## src/rtl/bitop_pkg.sv

```systemverilog
package bitop_pkg;
  typedef enum logic [1:0] {
    BOP_CLR = 2'b00,
    BOP_SET = 2'b01,
    BOP_TSC = 2'b10,
    BOP_TSS = 2'b11
  } bop_e;
endpackage

```

## src/rtl/bitop_mask.sv

```systemverilog
module bitop_mask #(
  parameter int WIDTH = 8,
  localparam int IDX_W = $clog2(WIDTH)
) (
  input  logic [IDX_W-1:0] idx,
  output logic [WIDTH-1:0] mask
);
  for (genvar g = 0; g < WIDTH; g++) begin : g_dec
    assign mask[g] = (idx == IDX_W'(g));
  end
endmodule

```

## src/rtl/bitop_alu.sv

```systemverilog
module bitop_alu
  import bitop_pkg::*;
#(
  parameter int WIDTH = 8
) (
  input  bop_e             op,
  input  logic [WIDTH-1:0] rd_data,
  input  logic [WIDTH-1:0] mask,
  output logic [WIDTH-1:0] wr_data,
  output logic             is_write,
  output logic             test_hit
);
  logic bit_val;

  always_comb begin
    bit_val  = |(rd_data & mask);
    is_write = (op == BOP_CLR) || (op == BOP_SET);
    wr_data  = (op == BOP_SET) ? (rd_data | mask) : (rd_data & ~mask);
    unique case (op)
      BOP_TSC: test_hit = ~bit_val;
      BOP_TSS: test_hit = bit_val;
      default: test_hit = 1'b0;
    endcase
  end
endmodule

```

## src/rtl/bitop_regfile.sv

```systemverilog
module bitop_regfile #(
  parameter int DEPTH = 64,
  parameter int WIDTH = 8,
  localparam int ADDR_W = $clog2(DEPTH)
) (
  input  logic              clk,
  input  logic              rst,
  input  logic              we,
  input  logic [ADDR_W-1:0] addr,
  input  logic [WIDTH-1:0]  wdata,
  output logic [WIDTH-1:0]  rdata
);
  logic [WIDTH-1:0] mem [DEPTH];

  assign rdata = mem[addr];

  always_ff @(posedge clk) begin
    if (rst) begin
      for (int i = 0; i < DEPTH; i++) mem[i] <= '0;
    end else if (we) begin
      mem[addr] <= wdata;
    end
  end

  // a committed write is what the entry holds afterwards
  assert_write_commit_R2: assert property (@(posedge clk) disable iff (rst)
    (we) |=> (mem[$past(addr)] == $past(wdata)));

  // without a write the addressed entry keeps its value
  assert_idle_hold_R8: assert property (@(posedge clk) disable iff (rst)
    (!we) |=> (mem[$past(addr)] == $past(rdata)));
endmodule

```

## src/rtl/bitop_unit.sv

```systemverilog
module bitop_unit
  import bitop_pkg::*;
#(
  parameter int REG_COUNT = 64,
  parameter int REG_W     = 8,
  localparam int ADDR_W   = $clog2(REG_COUNT),
  localparam int IDX_W    = $clog2(REG_W)
) (
  input  logic              clk,
  input  logic              rst,
  input  logic              exec_i,
  input  logic [1:0]        op_i,
  input  logic [ADDR_W-1:0] addr_i,
  input  logic [IDX_W-1:0]  bit_i,
  output logic              skip_o
);
  bop_e             op;
  logic [REG_W-1:0] mask;
  logic [REG_W-1:0] rd_data;
  logic [REG_W-1:0] wr_data;
  logic             is_write;
  logic             test_hit;
  logic             skip_q;

  assign op = bop_e'(op_i);

  bitop_mask #(.WIDTH(REG_W)) u_mask (
    .idx  (bit_i),
    .mask (mask)
  );

  bitop_regfile #(.DEPTH(REG_COUNT), .WIDTH(REG_W)) u_rf (
    .clk   (clk),
    .rst   (rst),
    .we    (exec_i && is_write),
    .addr  (addr_i),
    .wdata (wr_data),
    .rdata (rd_data)
  );

  bitop_alu #(.WIDTH(REG_W)) u_alu (
    .op       (op),
    .rd_data  (rd_data),
    .mask     (mask),
    .wr_data  (wr_data),
    .is_write (is_write),
    .test_hit (test_hit)
  );

  always_ff @(posedge clk) begin
    if (rst) skip_q <= 1'b0;
    else     skip_q <= exec_i && test_hit;
  end

  assign skip_o = skip_q;

  // first cycle out of reset carries no skip
  assert_reset_quiet_R1: assert property (@(posedge clk) disable iff (rst)
    $past(rst) |-> !skip_o);

  // a skip only ever follows an executed test
  assert_skip_source_R6: assert property (@(posedge clk) disable iff (rst)
    skip_o |-> $past(exec_i && op_i[1]));

  // an idle cycle raises no skip
  assert_idle_noskip_R8: assert property (@(posedge clk) disable iff (rst)
    (!exec_i) |=> !skip_o);

  // set then skip-if-set on the same bit skips
  assert_set_fwd_R7: assert property (@(posedge clk) disable iff (rst)
    (!$past(rst) && $past(exec_i) && $past(op_i) == 2'b01 && exec_i && op_i == 2'b11 &&
     addr_i == $past(addr_i) && bit_i == $past(bit_i)) |=> skip_o);

  // clear then skip-if-clear on the same bit skips
  assert_clr_fwd_R7: assert property (@(posedge clk) disable iff (rst)
    (!$past(rst) && $past(exec_i) && $past(op_i) == 2'b00 && exec_i && op_i == 2'b10 &&
     addr_i == $past(addr_i) && bit_i == $past(bit_i)) |=> skip_o);
endmodule

```

## config.mk

```make
export PLATFORM = sky130hd
export DESIGN_NAME = bitop_unit
export DESIGN_NICKNAME = d
export VERILOG_FILES = /design/src/rtl/bitop_pkg.sv /design/src/rtl/bitop_mask.sv /design/src/rtl/bitop_alu.sv /design/src/rtl/bitop_regfile.sv /design/src/rtl/bitop_unit.sv
export SDC_FILE = /design/constraint.sdc
export NUM_CORES = 1
export LEC_CHECK = 0
export ABC_AREA = 1
export BUFFER_PORTS_ARGS = -buffer_cell sky130_fd_sc_hd__clkbuf_2
export CORE_ASPECT_RATIO = 1.5
export CORE_MARGIN = 2
export CORE_UTILIZATION = 60
export CTS_BUF_LIST = sky130_fd_sc_hd__clkbuf_4 sky130_fd_sc_hd__clkbuf_8
export DETAILED_ROUTE_END_ITERATION = 8
export PLACE_DENSITY = 0.76
export RECOVER_POWER = 25
export SLEW_MARGIN = 20
export SYNTH_ARGS = -nofsm -noshare
export SYNTH_HDL_FRONTEND = slang
export SYNTH_SLANG_ARGS = --single-unit
```

## constraint.sdc

```tcl
create_clock -name clk -period 2.4 [get_ports clk]
set_input_delay 0.12 -clock clk [delete_from_list [all_inputs] [get_ports clk]]
set_output_delay 0.12 -clock clk [all_outputs]
set_load 0.02 [all_outputs]
```

==> results of run 1 <==
-- layout make-up --
| type | instances | area [um2] |
|---|---|---|
| fill | 3142 | 13100 |
| antenna | 1 | 2.50 |
| inverter | 309 | 1160 |
| timing repair buffer | 206 | 2090 |
| tap | 511 | 639 |
| clock buffer | 97 | 1190 |
| sequential | 513 | 15400 |
| clock inverter | 29 | 170 |
| multi-input combinational | 1687 | 7280 |
-- kinds of logic after synthesis --
family / share of synthesized area
simple gates: 0.249
flops: 0.619
buf+inv: 0.0892
compound gates: 0.0419
-- stage by stage --
stage | setup WS, ns | setup TNS [ns] | hold WS, ns | area (um2)
after floorplan | 0.365 | 0 | 0.252 | 24900
after global placement | -0.274 | -61.11 | 0.383 | 26300
after detailed placement | -0.253 | -69.36 | 0.410 | 26300
after CTS | 0.0107 | 0 | 0.181 | 27700
after global routing | -0.0357 | -0.949 | 0.286 | 27900
final | -0.0100 | -0.0330 | 0.235 | 27900
-- flip-flops by register name, indices dropped and copies added, names as in the netlist --
name	flops
skip_o	1
u_rf.mem	512
-- power groups by stage --
stage                     sequential, mW  clock, mW  combinational, mW
after global placement              10.4          0               2.24
after floorplan                     10.4          0               1.48
final                               10.2       6.61               2.55
after global routing                10.2       7.02               2.68
after CTS                           10.2       6.67               2.29
after detailed placement            10.4          0               2.28
-- placed cells by master (no fill, tap or decap), types with 13 or more instances in the layout --
cell type	count
o211ai_1	56
edfxtp_1	512
buf_4	135
clkbuf_4	24
o21ai_0	39
or2_0	13
clkbuf_8	74
clkinv_1	15
inv_1	303
nand3_1	158
buf_12	40
nor2_1	634
nand2_1	621
o21ai_1	56
or2_2	55
nor3_1	15
-- layer usage --
metal  share of wire  wire length [um]  track usage  vias to the layer above
met1            0.34             22800        0.351                     9045
met4           0.070              4610        0.211                        4
met2            0.50             33400        0.526                      947
met5         0.00041                27            0                        -
met3           0.083              5500       0.0511                      280
li1                -                 -            -                     8789
-- worst min path at each step --
stage                     startpoint                             to  cells after the start
after floorplan              op_i[0]              skip_o$_SDFF_PP0_                      2
final                      addr_i[4]  u_rf.mem[14][2]$_SDFFCE_PN0P_                      6
after global placement       op_i[0]              skip_o$_SDFF_PP0_                      3
after detailed placement     op_i[0]              skip_o$_SDFF_PP0_                      3
after global routing       addr_i[4]  u_rf.mem[14][0]$_SDFFCE_PN0P_                      6
after CTS                  addr_i[4]  u_rf.mem[14][0]$_SDFFCE_PN0P_                      6
-- worst max-delay path: stages, from the launching register on --
cell and delay [ns]:
edfxtp_1 0.36, or2_2 0.27, nand3_1 0.13, nand2_1 0.07, o21ai_0 0.28, buf_4 0.18, nand2_1 0.04, nor2_1 0.10
nand2_1 0.12, o21ai_4 0.17, buf_4 0.18, clkbuf_16 0.20, nor2_1 0.06
-- timing repair --
| item | 4_1_cts | 5_1_grt |
|---|---|---|
| setup buffers | 0 | 12 |
| endpoints found under the setup margin | 0 | 263 |
| resized for setup | 0 | 12 |
| hold buffers | 3 | 0 |
| hold endpoints to repair | 1 | 0 |
==> key figures, run 1 <==
GRT
  • Vias in the first global route: 18800
  • Total global routing overflow: 0
  • Largest net degree at the start of global routing: 65
  • Initial antenna violation count: 3
  • Gr usage total: 0.307
  • First-pass GRT wire length: 99300 um

Worst setup path
  • Worst endpoint required time: 2.79 ns
  • Crit. End Element: flop
  • Flop-to-flop setup slack: -0.01 ns
  • Worst Path Arrival: 2.80 ns
  • FF-to-FF Start: u_rf.mem[10][7]$_SDFFCE_PN0P_
  • Critical Path Start: u_rf.mem[10][7]$_SDFFCE_PN0P_
  • R2R depth: 12
  • Reg-to-Reg End: u_rf.mem[52][7]$_SDFFCE_PN0P_
  • Crit start category: flop
  • Setup Crit Path Kind: flop to flop
  • Critical path endpoint: u_rf.mem[52][7]$_SDFFCE_PN0P_
  • CP max FO: 16

Synthesis
  • Synth cell types: 25
  • Top post-synthesis cells by area: edfxtp_1 62%, nor2_1 9.7%, nand2_1 9.4%
  • Ys async rst share: 0
  • Synth Area per Inst: 9.35 um2
  • Warning count from the yosys run: 0
  • Post-Syn Nets: 2671
  • Yosys top cell area share: 0.619
  • Synth Cell Area: 24900 um2
  • Synth area leader: edfxtp_1
  • Sequential area share after synthesis: 0.619
  • Top FF cell, synth: edfxtp_1
  • Synthesized flop and latch total: 513
  • Cells after Synth: 2657
  • Cell with the most instances after synthesis: nor2_1
  • Post-synth EDFFs: 512
  • Post-synth top cells: 639 x nor2_1, 624 x nand2_1, 512 x edfxtp_1

Detailed routing
  • Vias per Instance: 5.69
  • First-iteration detailed-routing DRC count: 2159
  • WL per Instance: 19.8 um
  • TritonRoute pass-1 iters: 6
  • Remaining antenna violation count: 0
  • Drc violations: 0
  • Drt total wl: 66300 um
  • Vias: 19100

Power and ir drop
  • Pwr Density: 694 nW/um2
  • Net Sw Frac: 0.262
  • Clock power frac: 0.341
  • Internal power: 14.3 mW
  • Comb power frac: 0.132
  • Leakage: 11.9 nW
  • Reg power frac: 0.527
  • Maximum vdd drop: 0.000429 V
  • NetSw: 5.07 mW
  • Design Power: 19.4 mW

Placement
  • GPL Wtd Cong: 0.914
  • DP Wirelength: 43500 um
  • PortBufs: 14
  • Placed cell count: 3206

Die
  • Initial core utilization: 0.606
  • Row count: 91
  • DIE WIDTH: 170 um
  • Chip Height: 253 um
  • Die area: 43100 um2
  • I/O pin count: 15
  • Core area: 41000 um2

STA
  • Period minus WS final: 2.41 ns
  • Count of final hold-check violations: 0
  • Worst slew pin tran: 0.665 ns
  • Final setup vio count: 5
  • Period utilisation layout: 1.00
  • Slew Viols, Final: 0
  • Skew final: 0.0253 ns
  • Fmax: 415 MHz
  • Final WS setup: -0.0100 ns
  • Slew margin rel.: 0.553

Cells and area
  • Nets@finish: 2804
  • Area Overhead vs Synth: 12.4%
  • Final core utilization: 0.681
  • Finished Layout Cells: 3353
  • Share of layout cells above drive strength 1: 0.138

Clock tree
  • Clock root cell: clkbuf_8
  • Clk Latency, worst-skew pair: 0.65 ns
  • Total clock buffers created by CTS: 73
  • Bufs on Longest Clock Path: 3
  • Clock slew at reported path FFs: 0.07 ns
  • Clock tree from TritonCTS: yes
  • Clock sink count: 513
  • H-tree depth: 3

Status
  • Failing checks: negative setup slack
  • Status: complete, but fails checks

Flow run
  • Max-cap violations: 0

Min path
  • Min-delay worst type: input port to flop
No activity file was read; power rests on OpenSTA's default activity.
==> inputs of run 2 (changes only) <==
Settings changed: CTS_BUF_LIST sky130_fd_sc_hd__clkbuf_4 sky130_fd_sc_hd__clkbuf_8 to sky130_fd_sc_hd__clkbuf_8 sky130_fd_sc_hd__clkbuf_16.
==> key figures, run 2 (synthesis results as in run 1) <==
Clock tree
  • Bufs on Longest Clock Path: 3 (unchanged)
  • Clock slew at reported path FFs: 0.06 ns (was 0.07 ns)
  • H-tree depth: 2 (was 3)
  • Clock sink count: 513 (unchanged)
  • Clk Latency, worst-skew pair: 0.57 ns (was 0.65 ns)
  • Clock tree from TritonCTS: yes (unchanged)
  • Clock root cell: clkbuf_16 (was clkbuf_8)
  • Total clock buffers created by CTS: 46 (was 73)

Cells and area
  • Most frequent cells in the layout: 630 x nor2_1, 614 x nand2_1, 512 x edfxtp_1 (was 634 x nor2_1, 621 x nand2_1, 512 x edfxtp_1)
  • Reg area: 15400 um2 (unchanged)
  • Most flop-heavy register: u_rf.mem (unchanged)
  • Most common cell after layout, fill and taps aside: nor2_1 (unchanged)
  • Area Overhead vs Synth: 13.3% (was 12.4%)
  • Area occupied by multi-input gates: 7330 um2 (was 7280 um2)
  • Share of layout cells above drive strength 1: 0.128 (was 0.138)
  • Nets@finish: 2779 (was 2804)
  • FILL cells: 3057 (was 3142)
  • N_diodes: 0 (was 1)
  • Number of flip-flops in the largest register: 512 (unchanged)

Detailed routing
  • Remaining antenna violation count: 0 (unchanged)
  • Drt total wl: 67900 um (was 66300 um)
  • Drc violations: 0 (unchanged)
  • Vias: 19200 (was 19100)
  • Vias per Instance: 5.79 (was 5.69)
  • WL per Instance: 20.5 um (was 19.8 um)
  • TritonRoute pass-1 iters: 6 (unchanged)
  • First-iteration detailed-routing DRC count: 2326 (was 2159)

Die
  • Core area: 41000 um2 (unchanged)
  • I/O pin count: 15 (unchanged)
  • Chip Height: 253 um (unchanged)
  • Row count: 91 (unchanged)
  • DIE WIDTH: 170 um (unchanged)
  • Die area: 43100 um2 (unchanged)
  • Initial core utilization: 0.606 (unchanged)

Placement
  • Post-place setup slack: -0.253 ns (unchanged)
  • GPL Wtd Cong: 0.914 (unchanged)
  • DP Wirelength: 43500 um (unchanged)
  • PortBufs: 14 (unchanged)

Power and ir drop
  • Pwr Density: 716 nW/um2 (was 694 nW/um2)
  • Maximum vdd drop: 0.000574 V (was 0.000429 V)
  • Design Power: 20.2 mW (was 19.4 mW)
  • Leakage: 12.0 nW (was 11.9 nW)

STA
  • Slew margin rel.: 0.549 (was 0.553)
  • Final WS setup: -0.00441 ns (was -0.0100 ns)
  • Period minus WS final: 2.40 ns (was 2.41 ns)
  • Hold Slack: 0.331 ns (was 0.235 ns)
  • Period utilisation layout: 1.00 (about the same)
  • Count of final hold-check violations: 0 (unchanged)
  • Fmax: 416 MHz (was 415 MHz)
  • Skew final: 0.0188 ns (was 0.0253 ns)
  • Slew Viols, Final: 0 (unchanged)
  • Final setup vio count: 3 (was 5)
  • Worst slew pin tran: 0.674 ns (was 0.665 ns)

Min path
  • Min-delay worst type: input port to flop (unchanged)

GRT
  • First-pass GRT wire length: 99900 um (was 99300 um)
  • Largest net degree at the start of global routing: 65 (unchanged)
  • Initial antenna violation count: 3 (unchanged)
  • Vias in the first global route: 18900 (was 18800)
  • Total global routing overflow: 0 (unchanged)
  • Gr usage total: 0.307 (about the same)

Worst setup path
  • CP max FO: 10 (was 16)
  • Crit. End Element: flop (unchanged)
  • CP max stage cell: dlygate4sd3_1 (was edfxtp_1)
  • Setup Crit Path Kind: input port to flop (was flop to flop)
  • Cell family with most CP delay: simple AND/OR/NAND/NOR gates (unchanged)
  • Crit start category: input port (was flop)
  • Buf/Inv on CP: 4 (was 3)
  • Crit path cell chain: dlygate4sd3_1 -> clkbuf_1 -> nor3_2 -> inv_2 -> nor4_2 -> buf_4 -> nand2_1 -> nand2_1 (was or2_2 -> nand3_1 -> nand2_1 -> o21ai_0 -> buf_4 -> nand2_1 -> nor2_1 -> nand2_1 -> o21ai_4 -> buf_4 -> clkbuf_16 -> nor2_1)
  • Most used cell, CP: nand2_1 (unchanged)
  • Max stage delay on crit path: 0.55 ns (was 0.36 ns)
  • Worst endpoint required time: 2.63 ns (was 2.79 ns)
  • Worst Path Arrival: 2.64 ns (was 2.80 ns)

Status
  • Status: complete, but fails checks (unchanged)
  • Failing checks: negative setup slack (unchanged)

Flow run
  • Max-cap violations: 0 (unchanged)
[run 2: cell count changes in the layout (fill, tap and decap cells not counted), moves of 3 or more]
cell        change
nor2_1          -4
nand2_1         -7
clkbuf_4       -23
inv_1          +15
nand2_2         +7
clkbuf_16      +51
bufinv_16       +3
buf_6           +3
nor2_2          +4
o21ai_2         +3
clkbuf_8       -74
clkinv_1        -7
buf_4           -3
clkinvlp_4      -3
[run 2: tightest hold or removal path, cell delays in order]
cell      delay [ns]
clkbuf_2        0.13
or2_2           0.14
nor3_1          0.07
nand2_1         0.07
buf_4           0.15
nor2_1          0.05
[run 2: metrics by stage]
| step | instances | area [um2] | TNS, ns | util |
|---|---|---|---|---|
| floorplan | 2657 | 24900 | 0 | - |
| global placement | 3206 | 26300 | -61.11 | 0.641 |
| detailed placement | 3206 | 26300 | -69.36 | 0.641 |
| CTS | 3292 | 27800 | 0 | 0.678 |
| global route | 3311 | 28200 | -0.681 | 0.687 |
| finish | 3311 | 28200 | -0.0109 | 0.687 |
[run 2: layer usage]
metal  up-vias  wire (um)  part of all wire  GRT usage
met5         -         43           0.00063          0
met4         6       5240             0.077      0.218
met3       284       5490             0.081     0.0436
met2      1016      33800              0.50      0.523
met1      9115      23300              0.34      0.356
li1       8742          -                 -          -
[run 2: path summary, 6_finish.rpt]
path,startpoint,to,slack [ns],cells after the start
max,rst,u_rf.mem[40][5]$_SDFFCE_PN0P_,-0.004,8
min,addr_i[4],u_rf.mem[14][7]$_SDFFCE_PN0P_,0.33,6
max reg2reg,u_rf.mem[18][3]$_SDFFCE_PN0P_,u_rf.mem[35][3]$_SDFFCE_PN0P_,0.01,11
min reg2reg,u_rf.mem[7][1]$_SDFFCE_PN0P_,u_rf.mem[3][1]$_SDFFCE_PN0P_,1.24,9
[run 2: power breakdown]
group / total (mW) / internal, mW / switching [mW]
Sequential: 10.2 / 10.1 / 0.0871
Combinational: 2.64 / 0.860 / 1.78
Clock: 7.30 / 4.10 / 3.21
Total: 20.2 / 15.1 / 5.07
[run 2: cell type report]
cell class / count / share of cell area
Tap cell: 511 / 0.0227
Sequential cell: 513 / 0.547
Inverter: 309 / 0.0413
Clock inverter: 34 / 0.00871
Clock buffer: 49 / 0.0435
Timing Repair Buffer: 208 / 0.0769
Multi-Input combinational cell: 1687 / 0.260
[run 2: what timing repair did]
item / CTS / global route
hold endpoints to repair: 1 / 0
hold buffers: 3 / 0
cloned: 0 / 9
pin swaps: 0 / 5
endpoints found under the setup margin: 58 / 368
setup buffers: 0 / 10
gates resized for setup: 1 / 31
